===== src/rtl/sram_pkg.sv =====
package sram_pkg;
  localparam int BEAT_W = 2;

  function automatic logic [BEAT_W-1:0] beat_offset(
      input logic [BEAT_W-1:0] start,
      input logic [BEAT_W-1:0] beat,
      input logic              interleave);
    return interleave ? (start ^ beat) : (start + beat);
  endfunction
endpackage


===== src/rtl/sram_burst_ctrl.sv =====
module sram_burst_ctrl
  import sram_pkg::*;
#(
  parameter int ADDR_W = 6,
  parameter int LANES  = 2
) (
  input  logic              clk,
  input  logic              rst_n,
  input  logic              adv_en,
  input  logic              sel_ok,
  input  logic              ld_n,
  input  logic              wr_n,
  input  logic [LANES-1:0]  lane_wr_n,
  input  logic [ADDR_W-1:0] addr,
  input  logic              order_il,
  output logic              cmd_valid,
  output logic              cmd_write,
  output logic [ADDR_W-1:0] cmd_addr,
  output logic [LANES-1:0]  cmd_mask
);
  logic              b_act;
  logic              b_write;
  logic [ADDR_W-1:0] b_base;
  logic [LANES-1:0]  b_mask;
  logic [BEAT_W-1:0] b_cnt;
  logic [BEAT_W-1:0] next_cnt;

  assign next_cnt = b_cnt + BEAT_W'(1);

  always_comb begin
    if (!ld_n) begin
      cmd_valid = sel_ok;
      cmd_write = !wr_n;
      cmd_addr  = addr;
      cmd_mask  = ~lane_wr_n;
    end else begin
      cmd_valid = b_act;
      cmd_write = b_write;
      cmd_addr  = {b_base[ADDR_W-1:BEAT_W],
                   beat_offset(b_base[BEAT_W-1:0], next_cnt, order_il)};
      cmd_mask  = b_mask;
    end
  end

  always_ff @(posedge clk or negedge rst_n) begin
    if (!rst_n) begin
      b_act   <= 1'b0;
      b_write <= 1'b0;
      b_base  <= '0;
      b_mask  <= '0;
      b_cnt   <= '0;
    end else if (adv_en) begin
      if (!ld_n) begin
        b_act   <= sel_ok;
        b_write <= !wr_n;
        b_base  <= addr;
        b_mask  <= ~lane_wr_n;
        b_cnt   <= '0;
      end else if (b_act) begin
        b_cnt <= next_cnt;
      end
    end
  end
endmodule


===== src/rtl/sram_data_path.sv =====
module sram_data_path #(
  parameter int ADDR_W = 6,
  parameter int LANES  = 2,
  parameter int LANE_W = 9
) (
  input  logic                    clk,
  input  logic                    rst_n,
  input  logic                    adv_en,
  input  logic [ADDR_W-1:0]       s1_addr,
  input  logic                    s2_valid,
  input  logic                    s2_write,
  input  logic [ADDR_W-1:0]       s2_addr,
  input  logic [LANES-1:0]        s2_mask,
  input  logic [LANES*LANE_W-1:0] dq_in,
  output logic [LANES*LANE_W-1:0] rd_q,
  output logic                    oe_q
);
  localparam int DATA_W = LANES * LANE_W;
  localparam int DEPTH  = 1 << ADDR_W;

  logic [DATA_W-1:0] mem [DEPTH];
  logic [DATA_W-1:0] rd_cap;
  logic [DATA_W-1:0] rd_merged;
  logic              wr_now;
  logic              hit;

  assign wr_now = adv_en && s2_valid && s2_write;
  assign hit    = s2_valid && s2_write && (s2_addr == s1_addr);

  // Per-lane bypass of the write that commits on this edge.
  for (genvar g = 0; g < LANES; g++) begin : g_lane
    assign rd_merged[g*LANE_W +: LANE_W] = (hit && s2_mask[g])
        ? dq_in[g*LANE_W +: LANE_W]
        : mem[s1_addr][g*LANE_W +: LANE_W];
  end

  always_ff @(posedge clk) begin
    if (wr_now) begin
      for (int l = 0; l < LANES; l++) begin
        if (s2_mask[l]) mem[s2_addr][l*LANE_W +: LANE_W] <= dq_in[l*LANE_W +: LANE_W];
      end
    end
    if (adv_en) rd_cap <= rd_merged;
  end

  always_ff @(posedge clk or negedge rst_n) begin
    if (!rst_n) begin
      oe_q <= 1'b0;
      rd_q <= '0;
    end else if (adv_en) begin
      oe_q <= s2_valid && !s2_write;
      if (s2_valid && !s2_write) rd_q <= rd_cap;
    end
  end
endmodule


===== src/rtl/pipe_burst_sram.sv =====
module pipe_burst_sram #(
  parameter int ADDR_W = 6,
  parameter int LANES  = 2,
  parameter int LANE_W = 9
) (
  input  logic                    clk,
  input  logic                    rst_n,
  input  logic                    clk_en_n,
  input  logic                    sel1_n,
  input  logic                    sel2,
  input  logic                    sel3_n,
  input  logic                    ld_n,
  input  logic                    wr_n,
  input  logic [LANES-1:0]        lane_wr_n,
  input  logic [ADDR_W-1:0]       addr,
  input  logic                    order_il,
  input  logic                    out_en_n,
  input  logic [LANES*LANE_W-1:0] dq_in,
  output logic [LANES*LANE_W-1:0] dq_out,
  output logic                    dq_oe
);
  logic              adv_en, sel_ok;
  logic              c_valid, c_write;
  logic [ADDR_W-1:0] c_addr;
  logic [LANES-1:0]  c_mask;
  logic              s1_valid, s1_write, s2_valid, s2_write;
  logic [ADDR_W-1:0] s1_addr, s2_addr;
  logic [LANES-1:0]  s1_mask, s2_mask;
  logic              oe_q;

  assign adv_en = !clk_en_n;
  assign sel_ok = !sel1_n && sel2 && !sel3_n;

  sram_burst_ctrl #(.ADDR_W(ADDR_W), .LANES(LANES)) u_ctrl (
    .clk(clk), .rst_n(rst_n), .adv_en(adv_en), .sel_ok(sel_ok), .ld_n(ld_n),
    .wr_n(wr_n), .lane_wr_n(lane_wr_n), .addr(addr), .order_il(order_il),
    .cmd_valid(c_valid), .cmd_write(c_write), .cmd_addr(c_addr), .cmd_mask(c_mask)
  );

  always_ff @(posedge clk or negedge rst_n) begin
    if (!rst_n) begin
      s1_valid <= 1'b0; s1_write <= 1'b0; s1_addr <= '0; s1_mask <= '0;
      s2_valid <= 1'b0; s2_write <= 1'b0; s2_addr <= '0; s2_mask <= '0;
    end else if (adv_en) begin
      s1_valid <= c_valid;  s1_write <= c_write;  s1_addr <= c_addr;  s1_mask <= c_mask;
      s2_valid <= s1_valid; s2_write <= s1_write; s2_addr <= s1_addr; s2_mask <= s1_mask;
    end
  end

  sram_data_path #(.ADDR_W(ADDR_W), .LANES(LANES), .LANE_W(LANE_W)) u_data (
    .clk(clk), .rst_n(rst_n), .adv_en(adv_en), .s1_addr(s1_addr),
    .s2_valid(s2_valid), .s2_write(s2_write), .s2_addr(s2_addr), .s2_mask(s2_mask),
    .dq_in(dq_in), .rd_q(dq_out), .oe_q(oe_q)
  );

  assign dq_oe = oe_q && !out_en_n;
endmodule


===== config.mk =====
export PLATFORM = sky130hd
export DESIGN_NAME = pipe_burst_sram
export DESIGN_NICKNAME = d
export VERILOG_FILES = /design/src/rtl/sram_pkg.sv /design/src/rtl/sram_burst_ctrl.sv /design/src/rtl/sram_data_path.sv /design/src/rtl/pipe_burst_sram.sv
export SDC_FILE = /design/constraint.sdc
export NUM_CORES = 1
export LEC_CHECK = 0
export BUFFER_PORTS_ARGS = -buffer_cell sky130_fd_sc_hd__buf_2
export CAP_MARGIN = 5
export CORE_MARGIN = 2
export CORE_UTILIZATION = 58
export CTS_CLUSTER_DIAMETER = 60
export CTS_CLUSTER_SIZE = 8
export DETAILED_ROUTE_END_ITERATION = 10
export PLACE_DENSITY = 0.74
export SLEW_MARGIN = 40
export SYNTH_ARGS = -nofsm -noshare
export SYNTH_HDL_FRONTEND = slang
export SYNTH_SLANG_ARGS = --single-unit
export TNS_END_PERCENT = 10

===== constraint.sdc =====
create_clock -name clk -period 4.4 [get_ports clk]
set_clock_uncertainty 0.05 [all_clocks]
set_input_delay 0.66 -clock clk [delete_from_list [all_inputs] [get_ports clk]]
set_output_delay 0.66 -clock clk [all_outputs]
set_load 0.005 [all_outputs]

==> flow_summary.toml, run 1 <==
[drt]
drc_errors = 0
wl_per_cell_microns = 31.3
antenna_left = 0
finalWirelength_microns = 113000
first_pass_iters = 5
initialDrtViolationCount = 3150
drt-vias-per-instance = 6.73
num_vias = 24300

[power_and_ir_drop]
power.total_mw = 28.0
p_leak_nw = 17.2
switchingPower_mw = 6.71
p_clk_frac = 0.419
p_sw_frac = 0.239
p_comb_frac = 0.110
vdd_drop_max_v = 0.000393
power_density_nw_per_um2 = 520
power_frac_seq = 0.471
intPower_mw = 21.3

[clocking]
cts_made_buffers = 170
htree_levels = 4
clk_pin_slew_ns = 0.05
post_cts_buffers = 0
cts_tree = "built"
ctsResizeCount = 0
clock-sinks = 1217
cts_root_buf = "clkbuf_16"
clockBufferDepth = 3
clk_latency_ns = 0.74
holdBufCountCts = 0

[floorplanning]
ios = 55
die_h_microns = 290
dieArea_sq_um = 83800
initial_utilization = 0.586
core_area_sq_um = 80700
die_w_microns = 290
row_count = 104

[synthesis]
yosys.area_share.simple = 0.0292
ys.warnings.count = 0
synth-xor-area-share = 0.00167
syn_inst = 2292
netlist_area_sq_um = 47300
synth_mux_area_frac = 0.149
synth_compound_area_frac = 0.0345
synth_edf_count = 1170
async_flop_share = 0.0386
yosysSeqAreaShare = 0.768
synth_fp_nets = 2329
synth.distinct_cells = 52
synth_seq_cells = 1217
synthAdderAreaFrac = 0.000265
synth_top_family_by_area = "multiplexers"
avgSynthCellArea_sq_um = 20.6
synth_flop_cell = "edfxtp_1"

[setup_path]
end_kind = "register"
worstPathRequired_ns = 4.83
rr_worst_depth = 6
worstSetupStartpoint = "s1_addr[2]"
reg2reg_from = "s1_addr[2]"
crit_arrival_ns = 3.83
r2r_end = "u_data.rd_cap[3]"
endpoint = "u_data.rd_cap[3]"
r2r_setup_slack_ns = 1.00
crit_type = "reg -> reg"
path_max_fanout = 30
crit_path_start_kind = "register"

[sta]
setup_violations = 0
holdWs_ns = 0.00937
worst_slew_pin_slew_ns = 0.908
fmax_ghz = 0.294
hold_viol = 0
fin_crit_ns = 3.40
report.final.slew_viol_count = 0
fin_crit_sh = 0.772
maxSlewHeadroom = 0.393
rsz0062_at_grt = "no"
finalSetupTns_ns = 0
worst_slack_ns = 1.00

[place]
gp_congestion = 0.863
place_area_sq_um = 48900
pre_cts_slack_ns = 0.853
hpwl_microns = 68800
io_buffers = 54

[grt]
grt_overflow = 0
grt_max_degree = 77
grt_pass1_vias = 24500
grt_pass1_wl_microns = 165000
antenna_found_initial = 2
grt_usage = 0.276

[job]
cap_violations = 0

[final_layout]
synthToLayoutAreaGrowth_pct = 14.1
final_area_sq_um = 53900
finalNetCount = 2498
mostFrequentLayoutCells = "1170 x edfxtp_1, 201 x mux4_2, 172 x clkbuf_16"
drive_above_1_share = 0.269
final_common_cell = "edfxtp_1"

[min_path]
hold_class = "in -> async"

[status]
outcome = "finished clean"
synth_stat cells, types with 4 or more instances:
| master | count | share of area |
|---|---|---|
| a211oi_1 | 8 | 0.0013 |
| a21oi_1 | 20 | 0.0021 |
| a221oi_1 | 20 | 0.0037 |
| a22o_1 | 7 | 0.0013 |
| a22oi_1 | 78 | 0.012 |
| a311oi_1 | 8 | 0.0015 |
| a31oi_1 | 10 | 0.0013 |
| a32o_1 | 18 | 0.0038 |
| buf_1 | 9 | 0.00071 |
| buf_2 | 44 | 0.0047 |
| buf_4 | 19 | 0.0030 |
| buf_6 | 15 | 0.0036 |
| clkbuf_1 | 46 | 0.0037 |
| dfrtp_1 | 47 | 0.025 |
| edfxtp_1 | 1170 | 0.74 |
| inv_1 | 4 | 0.00032 |
| mux2_2 | 36 | 0.0086 |
| mux2i_1 | 124 | 0.026 |
| mux4_1 | 34 | 0.019 |
| mux4_2 | 201 | 0.096 |
| nand2_1 | 66 | 0.0052 |
| nand2b_1 | 7 | 0.00093 |
| nand3_1 | 32 | 0.0034 |
| nand3b_1 | 5 | 0.00079 |
| nand4_1 | 10 | 0.0013 |
| nor2_1 | 140 | 0.011 |
| nor2b_1 | 14 | 0.0019 |
| nor3_1 | 4 | 0.00042 |
| nor4_1 | 5 | 0.00066 |
| o21ai_0 | 18 | 0.0019 |
| o21ai_1 | 8 | 0.00085 |
| o22ai_1 | 24 | 0.0032 |
| xnor2_1 | 9 | 0.0017 |
cell type report:
class                           count  area [sq um]
Antenna cell                        1          2.50
Clock buffer                      249          4590
Clock inverter                     13           193
Fill cell                        4963         26700
Inverter                            4          15.0
Multi-Input combinational cell    934         10500
Sequential cell                  1217         36300
Tap cell                         1060          1330
Timing Repair Buffer              134          1020
worst max-delay path, stage by stage, from the launching register on:
cell and delay, ns:
dfrtp_4 0.86, buf_4 0.43, buf_4 0.41, mux4_2 0.37, a221oi_1 0.38, nand3_1 0.28
a32o_1 0.30
worst min-delay path by stage:
stage | start | endpoint | slack (ns) | cells after the start
2_1_floorplan | rst_n | s1_addr[0] | 0.31 | 0
3_3_place_gp | s2_valid | s2_valid | 0.41 | 2
3_5_place_dp | s2_valid | s2_valid | 0.41 | 2
4_1_cts | rst_n | u_data.rd_q[13] | 0.006 | 2
5_1_grt | rst_n | u_data.rd_q[10] | 0.05 | 2
6_report | rst_n | u_data.rd_q[13] | 0.009 | 2
state kept, by name (all words and copies together) (netlist names), 6 cells and up:
register	cells
u_data.rd_cap	18
u_ctrl.b_base	6
u_data.mem	1152
s2_addr	6
u_data.rd_q	18
s1_addr	6
stage by stage:
stage | util | cells
finish | 0.669 | 3612
CTS | 0.666 | 3607
global route | 0.669 | 3611
floorplan | - | 2292
global placement | 0.604 | 3343
detailed placement | 0.607 | 3345
routing by layer:
layer  track usage  vias to the layer above  part of all wire
met5             0                        -           0.00021
met4        0.0946                        4             0.029
met3        0.0608                      240              0.10
met2         0.433                     1575              0.49
met1         0.392                    12600              0.38
li1              -                     9859                 -
logic make-up (layout without fill, tap and decap cells):
kind of cell    count (synthesis)  count (layout)
compound gates                225             225
simple gates                  304             304
buf+inv                       141             400
xor+xnor                        9               9
flops                        1217            1217
other cells                     0               1
mux                           395             395
fa+ha+maj                       1               1
power groups by stage:
stage / clock network (mW) / registers (mW) / logic (mW)
finish: 11.8 / 13.2 / 3.09
global route: 12.3 / 13.2 / 3.24
CTS: 11.8 / 13.2 / 2.98
detailed placement: 0 / 13.4 / 2.95
global placement: 0 / 13.4 / 2.88
floorplan: 0 / 13.2 / 2.00
No activity file was read; power rests on OpenSTA's default activity.
==> inputs of run 2 (changes only) <==
clock period = 3.42 ns   (was 4.4 ns; I/O delays follow)
==> flow_summary.toml, run 2 (synthesized netlist as in run 1, its figures left out) <==
[status]
outcome = "finished clean"

[place]
io_buffers = 54
hpwl_microns = 67500
dp.cells = 3466
pre_cts_slack_ns = 0.461
place_area_sq_um = 49700
gp_congestion = 0.887

[clocking]
clk_latency_ns = 0.75
cts_root_buf = "clkbuf_16"
clockBufferDepth = 3
cts_made_buffers = 171
clk_pin_slew_ns = 0.05
htree_levels = 4
post_cts_buffers = 0
clock-sinks = 1217
cts_tree = "built"

[floorplanning]
ios = 55
core_area_sq_um = 80700
initial_utilization = 0.586
row_count = 104
die_h_microns = 290
dieArea_sq_um = 83800
die_w_microns = 290

[grt]
grt_pass1_vias = 25100
grt_usage = 0.275
grt_overflow = 0
grt_pass1_wl_microns = 166000
antenna_found_initial = 1
grt_max_degree = 78

[final_layout]
reg_top3 = "u_data.mem x1152, u_data.rd_cap x18, u_data.rd_q x18"
mostFrequentLayoutCells = "1170 x edfxtp_1, 201 x mux4_2, 200 x buf_4"
max_flop_register = "u_data.mem"
final_area_sq_um = 54800
final_common_cell = "edfxtp_1"
final_cell_count_no_fill = 3742
largest_reg_flops = 1152
antenna_cells = 0
final_util = 0.679
drive_above_1_share = 0.261
fillers = 4829
finalNetCount = 2629
synthToLayoutAreaGrowth_pct = 15.8

[drt]
antenna_left = 0
finalWirelength_microns = 112000
drc_errors = 0
initialDrtViolationCount = 3149
first_pass_iters = 5
drt-vias-per-instance = 6.61
num_vias = 24700
wl_per_cell_microns = 30.0

[min_path]
hold_class = "in -> reg"

[sta]
fin_crit_ns = 3.01
worst_slew_pin_slew_ns = 0.882
fin_crit_sh = 0.879
report.final.slew_viol_count = 0
fmax_ghz = 0.333
holdWs_ns = 0.0479
maxSlewHeadroom = 0.412
finalSetupTns_ns = 0
setup_violations = 0
hold_viol = 0
rsz0062_at_grt = "no"
worst_slack_ns = 0.413

[setup_path]
critPathMaxStageDelay_ns = 0.57
crit_chain = "buf_12, buf_4, mux4_2, a22oi_1, nand4_1, a32o_1"
crit_path_start_kind = "register"
worst_path_max_delay_cell = "dfrtp_4"
crit_arrival_ns = 3.46
crit_type = "reg -> reg"
end_kind = "register"
crit_family = "buffers and inverters"
path_max_fanout = 44
worstPathRequired_ns = 3.87
path_buf_inv = 2

[power_and_ir_drop]
p_leak_nw = 17.9
power.total_mw = 36.2
vdd_drop_max_v = 0.000524
power_density_nw_per_um2 = 661

[job]
cap_violations = 0
-- run 2: cell count changes in the layout (fill, tap and decap cells not counted), moves of 2 or more --
cell	change
nor2_1	+108
clkinv_1	+2
dlygate4sd3_1	+12
buf_2	-7
buf_4	+127
clkbuf_1	-4
nor2_2	-109
clkinv_16	+5
-- run 2: final cells by class --
type	count	area (sq um)	share of cell area
Multi-Input combinational cell	934	10200	0.186
Timing Repair Buffer	264	2020	0.0369
Inverter	4	15.0	0.000274
Tap cell	1060	1330	0.0242
Clock inverter	18	309	0.00564
Sequential cell	1217	36300	0.663
Clock buffer	245	4580	0.0836
-- run 2: worst paths after layout --
kind,to,startpoint,slack [ns],cells past startpoint
max,u_data.rd_cap[10],s1_addr[2],0.41,6
min,u_data.mem[39][7],dq_in[7],0.05,1
max reg2reg,u_data.rd_cap[10],s1_addr[2],0.41,6
min reg2reg,s2_valid,s2_valid,0.42,2
max in group asynchronous,u_data.rd_q[1],rst_n,2.42,3
min in group asynchronous,u_data.rd_q[11],rst_n,0.25,2
-- run 2: timing repair --
item,CTS,global route
hold buffers,12,0
hold endpoints to repair,46,0
setup endpoints to repair,0,0
gates resized for setup,0,0
-- run 2: worst reg2reg max path, stage by stage (launching register included) --
cell,delay (ns)
dfrtp_4,0.57
buf_12,0.33
buf_4,0.55
mux4_2,0.39
a22oi_1,0.30
nand4_1,0.27
a32o_1,0.30
-- run 2: layer usage --
layer / vias to the layer above / global-route usage / wire, microns
met5: - / 0 / 13
met4: 2 / 0.0842 / 2830
met3: 230 / 0.0548 / 10200
met2: 1457 / 0.444 / 55800
met1: 12900 / 0.385 / 43300
li1: 10100 / - / -
-- run 2: where the power goes --
| part | switching (mW) | total, mW | leakage (nW) | internal, mW |
|---|---|---|---|---|
| clock network | 6.12 | 15.3 | 2.34 | 9.23 |
| logic | 2.31 | 3.95 | 4.51 | 1.65 |
| registers | 0.282 | 16.9 | 11.1 | 16.6 |
